File: src/rtl/scl_gen_pkg.sv
package scl_gen_pkg;

  typedef enum logic [1:0] {
    PH_HIGH      = 2'd0,
    PH_WAIT_LOW  = 2'd1,
    PH_LOW       = 2'd2,
    PH_WAIT_HIGH = 2'd3
  } scl_phase_e;

  // Phases in which the tick counter advances.
  function automatic logic phase_counts(scl_phase_e p);
    return (p == PH_LOW) || (p == PH_HIGH);
  endfunction

  // Phases that a detected falling edge turns into a low phase.
  function automatic logic fall_starts_low(scl_phase_e p);
    return (p == PH_HIGH) || (p == PH_WAIT_LOW);
  endfunction

endpackage

File: src/rtl/scl_in_sync.sv
module scl_in_sync #(
  parameter int STAGES = 2
) (
  input  logic clk,
  input  logic rst_n,
  input  logic d,
  output logic q
);
  logic [STAGES-1:0] chain;

  always_ff @(posedge clk or negedge rst_n) begin
    if (!rst_n) chain <= '1;
    else        chain <= {chain[STAGES-2:0], d};
  end

  assign q = chain[STAGES-1];
endmodule

File: src/rtl/scl_glitch_filter.sv
module scl_glitch_filter #(
  parameter int LEN_W = 4
) (
  input  logic             clk,
  input  logic             rst_n,
  input  logic             en,
  input  logic [LEN_W-1:0] len,
  input  logic             d,
  output logic             lvl
);
  logic             state_q;
  logic [LEN_W-1:0] run_q;
  logic             bypass;
  logic             held_enough;

  assign bypass      = (len == '0);
  assign held_enough = (({1'b0, run_q} + (LEN_W+1)'(1)) == {1'b0, len});

  always_ff @(posedge clk or negedge rst_n) begin
    if (!rst_n) begin
      state_q <= 1'b1;
      run_q   <= '0;
    end else if (!en) begin
      state_q <= 1'b1;
      run_q   <= '0;
    end else if (bypass) begin
      state_q <= d;
      run_q   <= '0;
    end else if (d == state_q) begin
      run_q   <= '0;
    end else if (held_enough) begin
      state_q <= d;
      run_q   <= '0;
    end else begin
      run_q   <= run_q + LEN_W'(1);
    end
  end

  assign lvl = bypass ? d : state_q;
endmodule

File: src/rtl/scl_tick_gen.sv
module scl_tick_gen #(
  parameter int DIV_W = 4
) (
  input  logic             clk,
  input  logic             rst_n,
  input  logic             run,
  input  logic             restart,
  input  logic [DIV_W-1:0] div,
  output logic             tick
);
  logic [DIV_W-1:0] pcnt_q;

  assign tick = run && !restart && (pcnt_q == div);

  always_ff @(posedge clk or negedge rst_n) begin
    if (!rst_n)               pcnt_q <= '0;
    else if (!run || restart) pcnt_q <= '0;
    else if (tick)            pcnt_q <= '0;
    else                      pcnt_q <= pcnt_q + DIV_W'(1);
  end
endmodule

File: src/rtl/scl_master_clkgen.sv
module scl_master_clkgen
  import scl_gen_pkg::*;
#(
  parameter int DIV_W       = 4,
  parameter int CNT_W       = 8,
  parameter int FLT_W       = 4,
  parameter int SYNC_STAGES = 2
) (
  input  logic             clk_k,
  input  logic             rst_n,
  input  logic             en,
  input  logic [DIV_W-1:0] pre_div,
  input  logic [CNT_W-1:0] lo_len,
  input  logic [CNT_W-1:0] hi_len,
  input  logic [FLT_W-1:0] flt_len,
  input  logic             scl_in,
  output logic             scl_pull,
  output logic             fall_stb,
  output logic             rise_stb
);
  logic             sync_lvl;
  logic             lvl_f;
  logic             lvl_q;
  logic             ph_tick;
  logic             start_low;
  logic             start_high;
  logic             cnt_run;
  logic             cnt_hit;
  logic [CNT_W-1:0] target;
  scl_phase_e       phase_q;
  logic [CNT_W-1:0] cnt_q;
  logic             pull_q;

  scl_in_sync #(.STAGES(SYNC_STAGES)) u_sync (
    .clk(clk_k), .rst_n(rst_n), .d(scl_in), .q(sync_lvl)
  );

  scl_glitch_filter #(.LEN_W(FLT_W)) u_filt (
    .clk(clk_k), .rst_n(rst_n), .en(en), .len(flt_len), .d(sync_lvl), .lvl(lvl_f)
  );

  // Edge detection on the filtered level
  always_ff @(posedge clk_k or negedge rst_n) begin
    if (!rst_n)   lvl_q <= 1'b1;
    else if (!en) lvl_q <= 1'b1;
    else          lvl_q <= lvl_f;
  end

  assign fall_stb = en &&  lvl_q && !lvl_f;
  assign rise_stb = en && !lvl_q &&  lvl_f;

  assign start_low  = fall_stb && fall_starts_low(phase_q);
  assign start_high = rise_stb && (phase_q == PH_WAIT_HIGH);
  assign cnt_run    = en && phase_counts(phase_q);
  assign target     = (phase_q == PH_LOW) ? lo_len : hi_len;
  assign cnt_hit    = (cnt_q == target);

  scl_tick_gen #(.DIV_W(DIV_W)) u_tick (
    .clk(clk_k), .rst_n(rst_n), .run(cnt_run),
    .restart(start_low || start_high), .div(pre_div), .tick(ph_tick)
  );

  always_ff @(posedge clk_k or negedge rst_n) begin
    if (!rst_n) begin
      phase_q <= PH_HIGH;
      cnt_q   <= '0;
      pull_q  <= 1'b0;
    end else if (!en) begin
      phase_q <= PH_HIGH;
      cnt_q   <= '0;
      pull_q  <= 1'b0;
    end else if (start_low) begin
      phase_q <= PH_LOW;
      cnt_q   <= '0;
      pull_q  <= 1'b1;
    end else if (start_high) begin
      phase_q <= PH_HIGH;
      cnt_q   <= '0;
    end else if (ph_tick) begin
      if (cnt_hit) begin
        cnt_q <= '0;
        if (phase_q == PH_LOW) begin
          pull_q  <= 1'b0;
          phase_q <= PH_WAIT_HIGH;
        end else begin
          pull_q  <= 1'b1;
          phase_q <= PH_WAIT_LOW;
        end
      end else begin
        cnt_q <= cnt_q + CNT_W'(1);
      end
    end
  end

  assign scl_pull = pull_q;
endmodule

File: config.mk
export PLATFORM = sky130hd
export DESIGN_NAME = scl_master_clkgen
export DESIGN_NICKNAME = d
export VERILOG_FILES = /design/src/rtl/scl_gen_pkg.sv /design/src/rtl/scl_in_sync.sv /design/src/rtl/scl_glitch_filter.sv /design/src/rtl/scl_tick_gen.sv /design/src/rtl/scl_master_clkgen.sv
export SDC_FILE = /design/constraint.sdc
export NUM_CORES = 1
export LEC_CHECK = 0
export ABC_AREA = 1
export CAP_MARGIN = 25
export CORE_ASPECT_RATIO = 1.1
export CORE_MARGIN = 2
export CORE_UTILIZATION = 56
export DETAILED_ROUTE_END_ITERATION = 12
export HOLD_SLACK_MARGIN = 0.05
export PLACE_DENSITY = 0.85
export SYNTH_ARGS = -nofsm -noshare
export SYNTH_HDL_FRONTEND = slang
export SYNTH_HIERARCHICAL = 1
export SYNTH_SLANG_ARGS = --single-unit
File: constraint.sdc
create_clock -name clk_k -period 5.3 [get_ports clk_k]
set_input_delay 1.06 -clock clk_k [delete_from_list [all_inputs] [get_ports clk_k]]
set_output_delay 1.06 -clock clk_k [all_outputs]
set_load 0.02 [all_outputs]
==> results of run 1 <==
==> registers in the layout, indices dropped and copies added, names as in the netlist <==
signal          count
cnt_q               8
lvl_q               1
phase_q             2
scl_pull            1
u_filt/run_q        4
u_filt/state_q      1
u_sync/chain        2
u_tick/pcnt_q       4
==> final timing paths <==
path                       slack (ps)                to  cells past startpoint       startpoint
min in group asynchronous        1060  u_tick/pcnt_q[3]                      1            rst_n
min                               370   u_sync/chain[1]                      0  u_sync/chain[0]
min reg2reg                       370   u_sync/chain[1]                      0  u_sync/chain[0]
max in group asynchronous        3710    u_filt/state_q                      2            rst_n
max                              1270          rise_stb                      7       flt_len[3]
max reg2reg                      2440          cnt_q[5]                     14  u_sync/chain[1]
==> stage by stage <==
stage          cells  area, um^2  power, mW
2_1_floorplan    248        1660      0.309
3_3_place_gp     308        1980      0.354
3_5_place_dp     308        1980      0.359
4_1_cts          312        2010      0.439
5_1_grt          313        2020      0.469
6_report         313        2020      0.436
==> cell families (layout without fill, tap and decap cells) <==
kind of cell,Yosys count,count (layout),share of synthesized area (%)
fa+ha+maj,3,3,2.26
xor+xnor,7,7,4.14
simple gates,168,168,46.5
flops,23,23,34.9
buf+inv,37,69,9.04
compound gates,10,10,3.16
==> critical path: stages <==
cell             delay (ps)
clkdlybuf4s50_1         420
inv_1                    80
nand4_1                 170
o21ai_0                 360
nand2_1                  90
nor2_1                  150
clkdlybuf4s50_1         630
==> power by group <==
part           switching, mW  total, mW  internal, mW
clock network         0.0499     0.0782        0.0282
registers             0.0194      0.209         0.189
logic                 0.0853      0.149        0.0640
==> Yosys cell counts (all sizes together) <==
master / n / area [um^2]
nand4: 8 / 50.1
buf: 3 / 22.5
o21ai: 1 / 5.00
dfrtp: 19 / 475
ha: 3 / 37.5
nand3b: 2 / 15.0
a21oi: 8 / 40.0
nor2: 21 / 98.8
dfstp: 4 / 105
o21bai: 1 / 7.51
xnor2: 2 / 25.0
inv: 34 / 128
nand2: 96 / 383
xor2: 5 / 43.8
and2: 1 / 7.51
nor3: 1 / 5.00
nand3: 37 / 200
or2: 2 / 12.5
==> cell type report <==
class                      count  area share (%)
inverter                      34            6.31
sequential                    23            28.7
clock buffer                   3            1.11
clock inverter                 1           0.247
tap                           33            2.04
timing repair buffer          31            15.6
multi-input combinational    188            46.0
==> routing by layer <==
layer	share of wire (%)	wire length, um
met1	46	1590
met2	47	1610
met3	5.1	176
met4	2.3	79
met5	0	0
==> results.tsv, run 1 <==
metric	value	unit
unrepaired setup endpoints after global routing	no	
hold_buf cts	0	
Mapped Nets	279	
io pins	31	
skew final	1.25	ps
Detail Route Antenna Nets	0	
CORE AREA	0.00280	mm^2
WP data required	4240	ps
pre-CTS setup slack	1290	ps
Min Clock Period, post-route	4030	ps
pin count of the biggest net entering global routing	24	
wire per inst	11.1	um
fin crit share	76.1	%
WL final	3.46	mm
Starting Density	59.3	%
Clock Tree Buf Depth	2	
total of max-cap violations	0	
Worst VDD drop	0.157	mV
met2 usage	36.7	%
cts bufs inserted	3	
setup total negative slack	0	ps
GR peak layer	met2	
startpoint type of the worst setup path	primary input	
status	finished, final reports clean	
Initial DRT Pass Iterations	4	
layout cell share with drive strength beyond 1	10.4	%
post-CTS sizing	0	
vias in the first global route	1465	
worst hold path type	reg2reg	
drc violations	0	
htree depth	1	
setup slack after layout	1270	ps
Die W	55.9	um
Hold Vio Cnt, Final	0	
PD cells	216	mW/mm^2
routed vias/inst	5.16	
worst-margin pin slew	527	ps
dpl hpwl	2.63	mm
Fill cells	243	
Area Overhead vs Synth	21.8	%
most common cell after layout, fill and taps aside	nand2_1	
CTS root buf	clkbuf_4	
GRT Total Usage	22.3	%
Antenna Cells	0	
# clock sinks	23	
CTS tree	yes	
area of the multi-input gates	931	um^2
synthesized instance count	248	
NumNets Final	312	
Max Fclk	248	MHz
leakage power	1.01	nW
Synth Area per Inst	6.70	um^2
num rows	20	
Cell Area, Synth	0.00166	mm^2
worst hold slack	368	ps
met1 Usage GRT	29.4	%
GPL Wtd Cong	0.870	
critical-path maximum fanout	3	
Post-CTS Setup Bufs	0	
Final Slew Violations	0	
Clk Latency, worst-skew pair	310	ps
Worst EP arrival	2970	ps
DIE AREA	0.00342	mm^2
synth unique cells	26	
critical path capture point type	output pin	
Register Area	581	um^2
First DRT Iteration DRCs	78	
Clock transition at path regs	120	ps
FF+latch count, synth	23	
Synth Warn #	6	
initial antenna violation count	0	
Port-buffer cells	30	
via count	1614	
grt ovf	0	
most frequent cells in the layout	nand2_1, nand3_1, inv_1	
first-pass GRT wire length	6.04	mm
slew margin rel.	64.9	%
final setup fails	0	
critical path class	in2out	
met3 Usage GRT	2.94	%
final core utilization	72.2	%
Seq/Total Area, Yosys	34.9	%
die height	61.1	um
Power figures use the tool's default switching activity.
==> inputs of run 2 (changes only) <==
--- a/config.mk
+++ b/config.mk
@@ -9,10 +9,10 @@
 export CAP_MARGIN = 25
 export CORE_ASPECT_RATIO = 1.1
 export CORE_MARGIN = 2
-export CORE_UTILIZATION = 56
+export CORE_UTILIZATION = 47
 export DETAILED_ROUTE_END_ITERATION = 12
 export HOLD_SLACK_MARGIN = 0.05
-export PLACE_DENSITY = 0.85
+export PLACE_DENSITY = 0.76
 export SYNTH_ARGS = -nofsm -noshare
 export SYNTH_HDL_FRONTEND = slang
 export SYNTH_HIERARCHICAL = 1
==> constraint.sdc (replaced) <==
create_clock -name clk_k -period 3.4 [get_ports clk_k]
set_input_delay 0.68 -clock clk_k [delete_from_list [all_inputs] [get_ports clk_k]]
set_output_delay 0.68 -clock clk_k [all_outputs]
set_load 0.02 [all_outputs]
==> run 2 against run 1 <==
  * Final cell count up 5.4%
  * Worst hold slack worse by 3.4 ps
  * Sequential power up 55%
  * Die area up 18%
  * Clock skew up 3.0 ps
  * Critical path depth unchanged
  * Worst setup slack worse by 1000 ps
  * Clock-buffer cell count up 1
  * Core utilization down 11 points
  * Design area up 1.2%
  * Wire length down 5.5%
  * Highest routed layer unchanged
==> results.tsv, run 2 (same netlist as run 1, synthesis figures left out) <==
metric	value	unit	change
fin crit share	92.7	%	
cts bufs inserted	3		unchanged
unrepaired setup endpoints after global routing	no		
final setup fails	0		unchanged
Clk Latency, worst-skew pair	300	ps	about the same
Final Slew Violations	0		unchanged
skew final	4.26	ps	+3.01 ps
Top Layer Used	met4		
routed length on met2	1.52	mm	-5.6%
initial antenna violation count	0		unchanged
Area Overhead vs Synth	23.3	%	
pin count of the biggest net entering global routing	22		-8.3%
Clock Tree Buf Depth	2		unchanged
slowest CP cell	clkdlybuf4s50_1		
Min Clock Period, post-route	3150	ps	
WP data required	2720	ps	-1520 ps
WL final	3.27	mm	-5.5%
CTS tree	yes		
Worst EP arrival	2470	ps	-500 ps
status	finished, final reports clean		
Fill cells	325		+34%
setup total negative slack	0	ps	unchanged
worst r2r dst	cnt_q[2]		
Starting Density	49.5	%	-9.8 points
Port-buffer cells	30		unchanged
Clock transition at path regs	110	ps	about the same
CORE AREA	0.00336	mm^2	+20%
max reg flops	8		unchanged
launch point of the worst reg-to-reg path	u_sync/chain[1]		
Max Fclk	317	MHz	
area of the multi-input gates	931	um^2	unchanged
Detail Route Antenna Nets	0		unchanged
critical-path maximum fanout	3		unchanged
post-CTS sizing	0		unchanged
DIE AREA	0.00403	mm^2	+18%
critical path class	in2out		
Die W	60.7	um	+8.5%
most frequent cells in the layout	nand2_1, nand3_1, inv_1		
slew margin rel.	38.0	%	-27 points
die height	66.4	um	+8.6%
most common cell after layout, fill and taps aside	nand2_1		
Worst VDD drop	0.220	mV	+40%
GRT Total Usage	18.5	%	-3.8 points
Hold Vio Cnt, Final	0		unchanged
first-pass GRT wire length	5.72	mm	-5.4%
io pins	31		unchanged
grt ovf	0		unchanged
met3 wire length	123	um	-30%
cell mode on critical path	clkdlybuf4s50_1		
total of max-cap violations	0		unchanged
final cell count without fillers	330		+5.4%
routed vias/inst	4.82		-6.6%
top flop regs	cnt_q (8), u_filt/run_q (4), u_tick/pcnt_q (4)		
num rows	22		+10%
Initial DRT Pass Iterations	4		unchanged
wire per inst	9.91	um	-10%
Register Area	581	um^2	unchanged
leakage power	1.02	nW	+0.47%
NumNets Final	314		+0.64%
reg2reg setup slack	950	ps	-1490 ps
min-delay src	u_sync/chain[0]		
crit-path cells	clkdlybuf4s50_1, inv_1, nand4_1, o21ai_0, nand2_1, nor2_1, clkdlybuf4s50_1		
CP endpoint	rise_stb		
hold_buf cts	0		unchanged
met1 WL	1.58	mm	-0.50%
dpl hpwl	2.56	mm	-2.6%
worst-margin pin slew	926	ps	+399 ps
critical path capture point type	output pin		
Reg with most FFs	cnt_q		
crit-path max cell delay	630	ps	about the same
GPL Wtd Cong	0.900		+3.4%
htree depth	1		unchanged
via count	1590		-1.5%
# clock sinks	23		unchanged
drc violations	0		unchanged
startpoint type of the worst setup path	primary input		
CTS root buf	clkbuf_4		
Worst Setup SP	flt_len[2]		
Cell Count Post-Placement	326		+5.8%
layout cell share with drive strength beyond 1	10.6	%	+0.28 points
First DRT Iteration DRCs	64		-18%
PD cells	329	mW/mm^2	+53%
worst hold path type	reg2reg		
Post-CTS Setup Bufs	0		unchanged
vias in the first global route	1447		-1.2%
Antenna Cells	0		unchanged
Worst Reg2Reg Path Length in Cells	15		+1
[run 2: metrics by stage]
step | utilization [%] | hold WS, ps | total power [mW] | instance area (um^2) | setup slack, ps
6_report | 61.0 | 365 | 0.674 | 2050 | 247
5_1_grt | 61.0 | 374 | 0.733 | 2050 | 62.9
4_1_cts | 61.0 | 365 | 0.683 | 2050 | 223
3_5_place_dp | 60.2 | 347 | 0.559 | 2020 | 156
3_3_place_gp | 60.2 | 346 | 0.557 | 2020 | 256
2_1_floorplan | - | 345 | 0.481 | 1660 | 568
[run 2: worst min path at each step]
stage / cells past startpoint / slack (ps) / end
4_1_cts: 0 / 360 / u_sync/chain[1]
2_1_floorplan: 0 / 350 / u_sync/chain[1]
6_report: 0 / 360 / u_sync/chain[1]
5_1_grt: 0 / 370 / u_sync/chain[1]
3_3_place_gp: 0 / 350 / u_sync/chain[1]
3_5_place_dp: 0 / 350 / u_sync/chain[1]
[run 2: report_power, final]
| group | leakage [nW] | switching [mW] | internal (mW) |
|---|---|---|---|
| clock network | 0.0150 | 0.0759 | 0.0457 |
| logic | 0.698 | 0.128 | 0.101 |
| registers | 0.302 | 0.0278 | 0.295 |
[run 2: critical path, delay by kind of cell]
family / cells / cell delay [ps]
buf+inv: 3 / 1140
simple gates: 3 / 360
compound gates: 1 / 300
[run 2: layout make-up]
cell class                 count  share of cell area (%)
multi-input combinational    188                    45.4
sequential                    23                    28.3
timing repair buffer          33                    15.8
inverter                      34                    6.23
tap                           48                    2.93
clock buffer                   4                    1.28
[run 2: per-layer routing]
metal | global-route usage [%] | vias to the layer above
met4 | 6.25 | 0
met2 | 31.9 | 28
li1 | - | 860
met3 | 1.76 | 4
met1 | 23.7 | 698
met5 | 0 | -
==> inputs of run 3 (changes only) <==
--- a/config.mk
+++ b/config.mk
@@ -17,3 +17,4 @@
 export SYNTH_HDL_FRONTEND = slang
 export SYNTH_HIERARCHICAL = 1
 export SYNTH_SLANG_ARGS = --single-unit
+export TNS_END_PERCENT = 30
==> results of run 3 <==
Final layout, timing and power as in run 2 (identical DEF).
